### config.mk
export PLATFORM = sky130hd
export DESIGN_NAME = rst_source_ctrl
export DESIGN_NICKNAME = d
export VERILOG_FILES = /design/src/rtl/rsc_pkg.sv /design/src/rtl/rsc_sync.sv /design/src/rtl/rsc_cause.sv /design/src/rtl/rsc_seq.sv /design/src/rtl/rst_source_ctrl.sv
export SDC_FILE = /design/constraint.sdc
export NUM_CORES = 1
export LEC_CHECK = 0
export BUFFER_PORTS_ARGS = -buffer_cell sky130_fd_sc_hd__buf_2
export CAP_MARGIN = 20
export CELL_PAD_IN_SITES_DETAIL_PLACEMENT = 0
export CELL_PAD_IN_SITES_GLOBAL_PLACEMENT = 1
export CORE_ASPECT_RATIO = 1.5
export CORE_MARGIN = 2
export CORE_UTILIZATION = 41
export DETAILED_ROUTE_END_ITERATION = 8
export HOLD_SLACK_MARGIN = 0.02
export PLACE_DENSITY_LB_ADDON = 0.1
export SETUP_SLACK_MARGIN = 0.05
export SYNTH_ARGS = -nofsm -noshare
export SYNTH_HDL_FRONTEND = slang
export SYNTH_SLANG_ARGS = --single-unit
### constraint.sdc
create_clock -name clk -period 2.65 [get_ports clk]
set_input_delay 0.265 -clock clk [delete_from_list [all_inputs] [get_ports clk]]
set_output_delay 0.265 -clock clk [all_outputs]
set_load 0.005 [all_outputs]
### src/rtl/rsc_pkg.sv
package rsc_pkg;

  localparam int STAT_W  = 5;
  localparam int B_ILAD  = 0;
  localparam int B_ILOP  = 1;
  localparam int B_COP   = 2;
  localparam int B_PIN   = 3;
  localparam int B_POR   = 4;

  typedef enum logic [2:0] {
    PH_POR_LONG,
    PH_POR_SHORT,
    PH_INT,
    PH_VEC0,
    PH_VEC1,
    PH_RUN
  } phase_e;

  typedef enum logic [2:0] {
    CZ_NONE,
    CZ_COP,
    CZ_ILOP,
    CZ_ILAD,
    CZ_PIN,
    CZ_POR
  } cause_e;

  function automatic logic [STAT_W-1:0] flag_of(input cause_e c);
    logic [STAT_W-1:0] f;
    f = '0;
    case (c)
      CZ_COP:  f[B_COP]  = 1'b1;
      CZ_ILOP: f[B_ILOP] = 1'b1;
      CZ_ILAD: f[B_ILAD] = 1'b1;
      CZ_PIN:  f[B_PIN]  = 1'b1;
      CZ_POR:  f[B_POR]  = 1'b1;
      default: f = '0;
    endcase
    return f;
  endfunction

  function automatic logic wdog_block(input logic mon, input logic brk,
                                      input logic hv_rst, input logic hv_irq);
    return (mon & (hv_rst | hv_irq)) | (brk & hv_rst);
  endfunction

  function automatic cause_e pick_cause(input logic cop, input logic ilop,
                                        input logic ilad, input logic pin);
    if (cop)       return CZ_COP;
    else if (ilop) return CZ_ILOP;
    else if (ilad) return CZ_ILAD;
    else if (pin)  return CZ_PIN;
    else           return CZ_NONE;
  endfunction

endpackage

### src/rtl/rsc_sync.sv
module rsc_sync #(
  parameter int   STAGES    = 2,
  parameter logic RESET_VAL = 1'b1
) (
  input  logic clk,
  input  logic arst,
  input  logic d,
  output logic q
);
  logic [STAGES-1:0] sh;

  generate
    if (STAGES == 1) begin : g_one
      always_ff @(posedge clk or posedge arst)
        if (arst) sh <= RESET_VAL;
        else      sh <= d;
    end else begin : g_many
      always_ff @(posedge clk or posedge arst)
        if (arst) sh <= {STAGES{RESET_VAL}};
        else      sh <= {sh[STAGES-2:0], d};
    end
  endgenerate

  assign q = sh[STAGES-1];
endmodule

### src/rtl/rsc_cause.sv
module rsc_cause
  import rsc_pkg::*;
(
  input  logic   clk,
  input  logic   por_i,
  input  logic   wdog_ovf_i,
  input  logic   opc_fetch_i,
  input  logic   illegal_op_i,
  input  logic   stop_exec_i,
  input  logic   stop_en_i,
  input  logic   unmapped_i,
  input  logic   monitor_i,
  input  logic   break_i,
  input  logic   hv_rst_i,
  input  logic   hv_irq_i,
  input  logic   pin_low_i,
  output cause_e cause_o,
  output logic   wdog_dis_o
);
  logic cop_hit, stop_as_ill, ilop_hit, ilad_hit;

  assign wdog_dis_o  = wdog_block(monitor_i, break_i, hv_rst_i, hv_irq_i);
  assign cop_hit     = wdog_ovf_i & ~wdog_dis_o;
  assign stop_as_ill = stop_exec_i & ~stop_en_i;
  assign ilop_hit    = illegal_op_i | stop_as_ill;
  assign ilad_hit    = opc_fetch_i & unmapped_i;
  assign cause_o     = pick_cause(cop_hit, ilop_hit, ilad_hit, pin_low_i);

  AST_DATA_ACCESS_QUIET: assert property (@(posedge clk) disable iff (por_i)
    (unmapped_i && !opc_fetch_i && !wdog_ovf_i && !illegal_op_i && !stop_exec_i && !pin_low_i)
      |-> (cause_o == CZ_NONE));

  AST_STOP_PERMITTED_QUIET: assert property (@(posedge clk) disable iff (por_i)
    (stop_exec_i && stop_en_i && !wdog_ovf_i && !illegal_op_i && !unmapped_i && !pin_low_i)
      |-> (cause_o == CZ_NONE));

endmodule

### src/rtl/rsc_seq.sv
module rsc_seq
  import rsc_pkg::*;
#(
  parameter int          POR_LONG_CYC = 4096,
  parameter int          INT_CYC      = 32,
  parameter logic [15:0] VEC_BASE     = 16'hFFFE
) (
  input  logic              clk,
  input  logic              por_i,
  input  cause_e            cause_i,
  input  logic              status_rd_i,
  output logic              sys_rst_o,
  output logic              rst_pin_pd_o,
  output logic              vec_fetch_o,
  output logic [15:0]       vec_addr_o,
  output logic [STAT_W-1:0] status_o
);
  localparam int MAX_CYC = (POR_LONG_CYC > INT_CYC) ? POR_LONG_CYC : INT_CYC;
  localparam int CNT_W   = $clog2(MAX_CYC);

  phase_e            phase;
  logic [CNT_W-1:0]  cnt;
  logic              int_from_pin;
  logic [STAT_W-1:0] status_q;

  logic take_cause, long_done, short_done, busy;

  assign take_cause = (phase == PH_RUN) && (cause_i != CZ_NONE);
  assign long_done  = (cnt == CNT_W'(POR_LONG_CYC - 1));
  assign short_done = (cnt == CNT_W'(INT_CYC - 1));

  always_ff @(posedge clk or posedge por_i) begin
    if (por_i) begin
      phase        <= PH_POR_LONG;
      cnt          <= '0;
      int_from_pin <= 1'b0;
    end else begin
      case (phase)
        PH_POR_LONG: begin
          if (long_done) begin
            phase <= PH_POR_SHORT;
            cnt   <= '0;
          end else begin
            cnt <= cnt + 1'b1;
          end
        end
        PH_POR_SHORT, PH_INT: begin
          if (short_done) begin
            phase <= PH_VEC0;
            cnt   <= '0;
          end else begin
            cnt <= cnt + 1'b1;
          end
        end
        PH_VEC0: phase <= PH_VEC1;
        PH_VEC1: phase <= PH_RUN;
        PH_RUN: begin
          if (take_cause) begin
            phase        <= PH_INT;
            cnt          <= '0;
            int_from_pin <= (cause_i == CZ_PIN);
          end
        end
        default: phase <= PH_RUN;
      endcase
    end
  end

  always_ff @(posedge clk or posedge por_i) begin
    if (por_i)            status_q <= flag_of(CZ_POR);
    else if (take_cause)  status_q <= flag_of(cause_i);
    else if (status_rd_i) status_q <= '0;
  end

  always_comb begin
    sys_rst_o    = (phase == PH_POR_LONG) || (phase == PH_POR_SHORT) || (phase == PH_INT);
    rst_pin_pd_o = (phase == PH_POR_SHORT) || ((phase == PH_INT) && !int_from_pin);
    vec_fetch_o  = (phase == PH_VEC0) || (phase == PH_VEC1);
    case (phase)
      PH_VEC0: vec_addr_o = VEC_BASE;
      PH_VEC1: vec_addr_o = VEC_BASE | 16'h0001;
      default: vec_addr_o = '0;
    endcase
  end

  assign status_o = status_q;
  assign busy     = sys_rst_o | vec_fetch_o;

  AST_PD_INSIDE_RESET: assert property (@(posedge clk) disable iff (por_i)
    rst_pin_pd_o |-> sys_rst_o);

  AST_STATUS_ONEHOT: assert property (@(posedge clk) disable iff (por_i)
    $onehot0(status_o));

  AST_VEC_LOW_AFTER_HIGH: assert property (@(posedge clk) disable iff (por_i)
    (vec_fetch_o && vec_addr_o == VEC_BASE) |=> (vec_fetch_o && vec_addr_o == (VEC_BASE | 16'h0001)));

  AST_RELEASE_INTO_VEC: assert property (@(posedge clk) disable iff (por_i)
    $fell(sys_rst_o) |-> (vec_fetch_o && vec_addr_o == VEC_BASE));

  AST_STATUS_HELD_BUSY: assert property (@(posedge clk) disable iff (por_i)
    (busy && $past(busy) && !$past(status_rd_i)) |-> $stable(status_o));

endmodule

### src/rtl/rst_source_ctrl.sv
module rst_source_ctrl
  import rsc_pkg::*;
#(
  parameter int          POR_LONG_CYC = 4096,
  parameter int          INT_CYC      = 32,
  parameter int          SYNC_STAGES  = 2,
  parameter logic [15:0] VEC_BASE     = 16'hFFFE
) (
  input  logic        clk,
  input  logic        por_i,
  input  logic        rst_pin_n_i,
  input  logic        wdog_ovf_i,
  input  logic        opc_fetch_i,
  input  logic        illegal_op_i,
  input  logic        stop_exec_i,
  input  logic        stop_en_i,
  input  logic        unmapped_i,
  input  logic        monitor_i,
  input  logic        break_i,
  input  logic        hv_rst_i,
  input  logic        hv_irq_i,
  input  logic        status_rd_i,
  output logic        sys_rst_o,
  output logic        rst_pin_pd_o,
  output logic        wdog_dis_o,
  output logic [4:0]  status_o,
  output logic        vec_fetch_o,
  output logic [15:0] vec_addr_o
);
  logic   pin_sync_n;
  logic   pin_low;
  cause_e cause;

  rsc_sync #(.STAGES(SYNC_STAGES), .RESET_VAL(1'b1)) u_sync (
    .clk  (clk),
    .arst (por_i),
    .d    (rst_pin_n_i),
    .q    (pin_sync_n)
  );

  assign pin_low = ~pin_sync_n;

  rsc_cause u_cause (
    .clk          (clk),
    .por_i        (por_i),
    .wdog_ovf_i   (wdog_ovf_i),
    .opc_fetch_i  (opc_fetch_i),
    .illegal_op_i (illegal_op_i),
    .stop_exec_i  (stop_exec_i),
    .stop_en_i    (stop_en_i),
    .unmapped_i   (unmapped_i),
    .monitor_i    (monitor_i),
    .break_i      (break_i),
    .hv_rst_i     (hv_rst_i),
    .hv_irq_i     (hv_irq_i),
    .pin_low_i    (pin_low),
    .cause_o      (cause),
    .wdog_dis_o   (wdog_dis_o)
  );

  rsc_seq #(.POR_LONG_CYC(POR_LONG_CYC), .INT_CYC(INT_CYC), .VEC_BASE(VEC_BASE)) u_seq (
    .clk          (clk),
    .por_i        (por_i),
    .cause_i      (cause),
    .status_rd_i  (status_rd_i),
    .sys_rst_o    (sys_rst_o),
    .rst_pin_pd_o (rst_pin_pd_o),
    .vec_fetch_o  (vec_fetch_o),
    .vec_addr_o   (vec_addr_o),
    .status_o     (status_o)
  );

  AST_COP_DISABLED_IGNORED: assert property (@(posedge clk) disable iff (por_i)
    (!sys_rst_o && !vec_fetch_o && wdog_ovf_i && wdog_dis_o && !illegal_op_i
     && !(opc_fetch_i && unmapped_i) && pin_sync_n) |=> !sys_rst_o);

endmodule

==> results of run 1 <==
## worst max-delay path, stage by stage, from the launching register on
cell      delay [ns]
dfrtp_1         0.48
nand2b_1        0.23
mux2i_1         0.63
buf_2           0.24
## metal layers
metal,routed length (um),global-route usage (%)
met2,1440,29.6
met1,1190,18.6
met3,188,2.55
met5,0,0
met4,77,9.65
## metrics by stage
stage | total power, mW | worst slack (ns) | area, um2 | cells
6_report | 1.61 | 0.546 | 1510 | 215
5_1_grt | 1.77 | 0.320 | 1510 | 215
4_1_cts | 1.63 | 0.503 | 1510 | 215
3_5_place_dp | 1.41 | 0.688 | 1470 | 211
3_3_place_gp | 1.39 | 0.763 | 1470 | 211
2_1_floorplan | 1.35 | 0.771 | 1390 | 154
## logic make-up after synthesis
group	count (synthesis)	synth area share [%]
AO/OA/AOI/OAI	43	21.1
XOR/XNOR	2	1.26
adder cells (fa/ha/maj)	1	0.898
buffers and inverters	29	13.9
flip-flops	23	41.6
multiplexers	1	0.719
AND/OR/NAND/NOR	55	20.5
## flip-flops by register name, summed over array words and instances (netlist names), named ones only
| register | cells |
|---|---|
| u_seq.phase | 2 |
| u_seq.int_from_pin | 1 |
| u_seq.status_o | 5 |
| u_sync.sh | 2 |
| u_seq.cnt | 12 |
## power groups by stage
stage               combinational [mW]  clock [mW]  sequential [mW]
floorplan                        0.810           0            0.540
global route                     0.907       0.238            0.629
CTS                              0.803       0.222            0.602
global placement                 0.790           0            0.605
detailed placement               0.800           0            0.609
finish                           0.790       0.213            0.604
## final cells by class
type,count,area share [%]
repair buffers,38,12.6
clock buffers,4,2.98
inverters,8,1.98
multi-input cells,102,40.9
flip-flops and latches,23,38.3
well taps,40,3.31
## worst max-delay path by stage
stage,from,end,slack (ns),cells after the start
4_1_cts,register,vec_addr_o[13],0.50,3
2_1_floorplan,register,vec_addr_o[10],0.77,4
6_report,register,vec_addr_o[8],0.55,3
5_1_grt,register,vec_addr_o[3],0.32,3
3_3_place_gp,u_seq.cnt[0],u_seq.cnt[3],0.76,6
3_5_place_dp,u_seq.cnt[0],u_seq.cnt[9],0.69,6
## Yosys cell counts (4+ instances only)
| library cell | number |
|---|---|
| inv_1 | 7 |
| nand2b_1 | 4 |
| buf_4 | 16 |
| a21oi_1 | 11 |
| a41oi_1 | 4 |
| dfrtp_1 | 20 |
| a31oi_1 | 13 |
| nor2_1 | 11 |
| nand3_1 | 6 |
| nand2_1 | 16 |
## cells in the final DEF (no fill, tap or decap), drive strengths merged, types with 2 or more instances in the layout
| cell type | Yosys | final |
|---|---|---|
| a21oi | 12 | 12 |
| a31oi | 13 | 13 |
| a41oi | 4 | 4 |
| and2 | 3 | 3 |
| and3 | 3 | 3 |
| and4 | 2 | 2 |
| buf | 21 | 38 |
| clkbuf | 0 | 4 |
| dfrtp | 20 | 20 |
| dfstp | 3 | 3 |
| inv | 8 | 8 |
| nand2 | 16 | 16 |
| nand2b | 4 | 4 |
| nand3 | 6 | 6 |
| nor2 | 11 | 11 |
| nor3 | 3 | 3 |
| o21ai | 5 | 5 |
| o32ai | 2 | 2 |
| or2 | 2 | 2 |
| xnor2 | 2 | 2 |
==> impl_metrics.ini, run 1 <==
[layout]
seqCellArea_um2 = 579
synthToLayoutAreaGrowth_pct = 8.72
final_nets = 191
multi_input_area_um2 = 619
fillerInstances = 321
drive_gt1_share_pct = 29.7
final_util_pct = 47.5
diodes = 0

[logic_synthesis]
synth_top_cell_by_area = dfrtp_1
ys_async_sr_fraction_pct = 100
synth_edf_count = 0
synthCells = 154
ys_warn_count = 0
ys_ff_latch = 23
synth.avg_cell_area_um2 = 9.04
synthFlopType = dfrtp_1
yosysUniqueCellTypes = 40
synth_top_area_share_pct = 35.9
yosys-top-cells-area = dfrtp_1, buf_4, a31oi_1, dfstp_2, nand2_1
seq_area_frac_synth_pct = 41.6
synth_area_um2 = 1390
syn-num-nets = 169

[drt]
drt-total-wl_um = 2900
drc = 0
vias = 1162
ant_nets = 0
post_drt_wl_per_cell_um = 13.5
via_per_inst = 5.40
drt_iter0_drc = 21
first_pass_iters = 5

[critical_path]
r2r_end = u_seq.cnt[9]
r2r_start = u_seq.cnt[0]
path_max_fanout = 16
r2r_cells = 6
critPathKind = register to output pin
startpoint_type = register
arrival_ns = 1.84
rrSetupSlack_ns = 0.69
cp.required_ns = 2.38
end_kind = output pin

[placement]
gp_congestion = 0.806
hpwlAfterDp_um = 2170
io_buffers = 38

[grt]
grt_max_degree = 24
antenna_found_initial = 0
grt_pass1_wl_um = 4820
grt_overflow = 0
grt_pass1_vias = 1087
grtUsageTotal_pct = 16.6

[sta]
skew_ns = 0.00165
hold_slack_ns = 0.0953
worst_pin_slew_ns = 0.881
period_share_pct = 79.4
setup_viol = 0
slew_headroom_pct = 41.2
drv_slew = 0
fin_setup_tns_ns = 0
post-route-min-period_ns = 2.10
fmax_mhz = 475
rsz0062_at_grt = false
final-hold-violation-count = 0

[hold_path]
hp-class = input pin to register
min_to = u_sync.sh[0]
hold_start = rst_pin_n_i
hold_depth = 1

[cts]
clock_latency_ns = 0.26
clkSinkCount = 23
cts.path.max_buffers = 2
cts_tree = done
clk_pin_slew_worst_paths_ns = 0.08
cts_hold_buf = 0
post_cts_resize_count = 0
post_cts.repair.setup_buffers = 0
cts_buffers = 3
htree_levels = 1
root_buffer = clkbuf_8

[power_and_ir_drop]
max-vdd-ir-drop_v = 0.000496
p_leak_nw = 0.752
p_switching_mw = 0.694
power.share.switching_pct = 43.2
p_comb_share_pct = 49.1
pwr_density_cell_nw_per_um2 = 1060
p_clk_share_pct = 13.3
p_seq_share_pct = 37.6
power.internal_mw = 0.913

[status]
status = finished clean

[floorplan]
coreArea_um2 = 3190
start_util_pct = 43.6
pin_count = 39
row_count = 25
die_y_um = 75.4
dieArea_um2 = 3890
floorplan.die.width_um = 51.6

[job]
drv_cap = 0
(Power assumes the default switching activity.)
==> inputs of run 2 (changes only) <==
--- a/config.mk
+++ b/config.mk
@@ -5,13 +5,14 @@
 export SDC_FILE = /design/constraint.sdc
 export NUM_CORES = 1
 export LEC_CHECK = 0
+export ABC_AREA = 1
 export BUFFER_PORTS_ARGS = -buffer_cell sky130_fd_sc_hd__buf_2
 export CAP_MARGIN = 20
 export CELL_PAD_IN_SITES_DETAIL_PLACEMENT = 0
 export CELL_PAD_IN_SITES_GLOBAL_PLACEMENT = 1
 export CORE_ASPECT_RATIO = 1.5
 export CORE_MARGIN = 2
-export CORE_UTILIZATION = 41
+export CORE_UTILIZATION = 34
 export DETAILED_ROUTE_END_ITERATION = 8
 export HOLD_SLACK_MARGIN = 0.02
 export PLACE_DENSITY_LB_ADDON = 0.1
==> constraint.sdc (replaced) <==
create_clock -name clk -period 1.8 [get_ports clk]
set_input_delay 0.18 -clock clk [delete_from_list [all_inputs] [get_ports clk]]
set_output_delay 0.18 -clock clk [all_outputs]
set_load 0.005 [all_outputs]
==> impl_metrics.ini, run 2 <==
[status]
status = complete, but fails checks
failed_checks = design-rule violations

[placement]
io_buffers = 38
pre_cts_ws_ns = 0.174
hpwlAfterDp_um = 2770
gp_congestion = 0.814

[logic_synthesis]
seq_area_frac_synth_pct = 37.9
syn-num-nets = 222
synthFlopType = dfrtp_1
synth_common_cells = nand2_1, inv_1, dfrtp_1
ys_ff_latch = 23
synth_top_cell_by_area = dfrtp_1
yosysUniqueCellTypes = 30
synth_edf_count = 0
synth_area_um2 = 1530
yosys-top-cells-area = dfrtp_1, nand2_1, buf_4, nand3_1, inv_1
ys_async_sr_fraction_pct = 100
synthCells = 207
synth.avg_cell_area_um2 = 7.39
synth_top_area_share_pct = 32.7
ys_warn_count = 0
yosys.cell_count.top_type = nand2_1

[cts]
cts_buffers = 3
clock_latency_ns = 0.27
cts_tree = done
root_buffer = clkbuf_8
htree_levels = 1
cts.path.max_buffers = 2
post_cts.repair.setup_buffers = 0
clkSinkCount = 23
clk_pin_slew_worst_paths_ns = 0.09

[power_and_ir_drop]
p_leak_nw = 1.00
p_comb_share_pct = 5.6
power.internal_mw = 0.699
p_switching_mw = 0.214
pwr_density_cell_nw_per_um2 = 524
max-vdd-ir-drop_v = 0.000223
fin_total_pwr_mw = 0.913
p_clk_share_pct = 37.3
p_seq_share_pct = 57.1
power.share.switching_pct = 23.4

[critical_path]
r2r_cells = 8
path_cells = ha_1 > nand2_1 > nor2_1 > nand4_1 > nand2_1 > nand2_2 > nand3b_1 > o21ai_0
r2r_end = u_seq.cnt[5]
rrSetupSlack_ns = 0.20
cp.required_ns = 1.94
crit_start = u_seq.cnt[1]
cp_top_family = simple AND/OR/NAND/NOR gates
end_kind = register
cp_common_cell = nand2_1
r2r_start = u_seq.cnt[1]
critPathCapture = u_seq.cnt[5]
critPathKind = register to register
arrival_ns = 1.74
path_buf_inv = 0
startpoint_type = register
cp.depth = 8
cp_slowest_cell = dfrtp_1
path_max_fanout = 4
cpPeakStageDelay_ns = 0.40

[sta]
final-hold-violation-count = 0
period_share_pct = 88.9
rsz0062_at_grt = true
fmax_mhz = 625
fin_setup_tns_ns = 0
setup_viol = 0
setup_ws_ns = 0.199
slew_headroom_pct = 73.1
skew_ns = 0.00408
post-route-min-period_ns = 1.60
drv_slew = 0
hold_slack_ns = 0.174
worst_pin_slew_ns = 0.401

[drt]
vias = 1383
first_pass_iters = 6
drt_iter0_drc = 72
ant_nets = 0
drc = 6
via_per_inst = 4.89
post_drt_wl_per_cell_um = 12.2
drt-total-wl_um = 3460

[layout]
synthToLayoutAreaGrowth_pct = 13.8
final_common_cell = nand2_1
multi_input_area_um2 = 718
seqCellArea_um2 = 579
largest_reg_flops = 12
diodes = 0
final_nets = 253
final_util_pct = 40.7
fillerInstances = 464
largest_register = u_seq.cnt
drive_gt1_share_pct = 29.1
mostFrequentLayoutCells = nand2_1, buf_2, inv_1

[grt]
antenna_found_initial = 0
grt_pass1_wl_um = 5860
grt.busiest_layer = met2
use_met2_pct = 28.8
grt_max_degree = 24
grt_overflow = 0
grt_util_met1_pct = 17.0
grtUsageTotal_pct = 15.2
grt_pass1_vias = 1317
grt_util_met3_pct = 1.81

[job]
drv_cap = 0

[floorplan]
start_util_pct = 35.7
pin_count = 39
floorplan.die.width_um = 58.8
die_y_um = 86.2
row_count = 29
dieArea_um2 = 5060
coreArea_um2 = 4280

[hold_path]
hp-class = input pin to register
[run 2: worst min-delay path by stage]
stage                           from                          to  slack [ns]  cells after the start
after floorplan                por_i  asynchronous set/reset pin        0.18                      1
after global placement         por_i                u_seq.cnt[0]        0.24                      3
after detailed placement       por_i                u_seq.cnt[5]        0.25                      3
after CTS                 unmapped_i           u_seq.status_o[0]        0.17                      3
after global routing      unmapped_i           u_seq.status_o[0]        0.22                      3
final                     unmapped_i           u_seq.status_o[0]        0.17                      3
[run 2: layout make-up]
class	instances	share of cell area (%)
clock buffer	3	2.37
clock inverter	1	0.431
inverter	28	6.03
multi-input combinational	139	41.2
sequential	23	33.3
tap	46	3.30
timing repair buffer	43	13.4
[run 2: power by group through the flow]
| stage | registers, mW | clock network (mW) | logic (mW) |
|---|---|---|---|
| floorplan | 0.531 | 0 | 0.0255 |
| global placement | 0.532 | 0 | 0.0479 |
| detailed placement | 0.531 | 0 | 0.0496 |
| CTS | 0.522 | 0.355 | 0.0530 |
| global route | 0.522 | 0.370 | 0.0589 |
| finish | 0.521 | 0.341 | 0.0508 |
[run 2: layer usage]
metal	wire length (um)	vias up
li1	-	707
met1	1350	633
met2	1910	36
met3	121	7
met4	73	0
met5	0	-
[run 2: logic make-up after synthesis]
logic type               share of synthesized area [%]
flip-flops                                        37.9
buffers and inverters                             15.7
AO/OA/AOI/OAI                                     8.26
XOR/XNOR                                          1.72
AND/OR/NAND/NOR                                   35.7
adder cells (fa/ha/maj)                          0.818
[run 2: stage by stage]
step | area [um2] | instances
after floorplan | 1530 | 207
after global placement | 1670 | 277
after detailed placement | 1670 | 277
after CTS | 1730 | 283
after global routing | 1740 | 283
final | 1740 | 283
[run 2: tightest hold or removal path, delay by kind of cell]
kind,cells,cell delay (ns)
compound gates,1,0.08
simple gates,1,0.06
buf+inv,1,0.09
[run 2: repair_timing]
action,CTS,global route
hold endpoints to repair,21,0
endpoints found under the setup margin,0,17
resized for setup,0,2
hold buffers,2,0
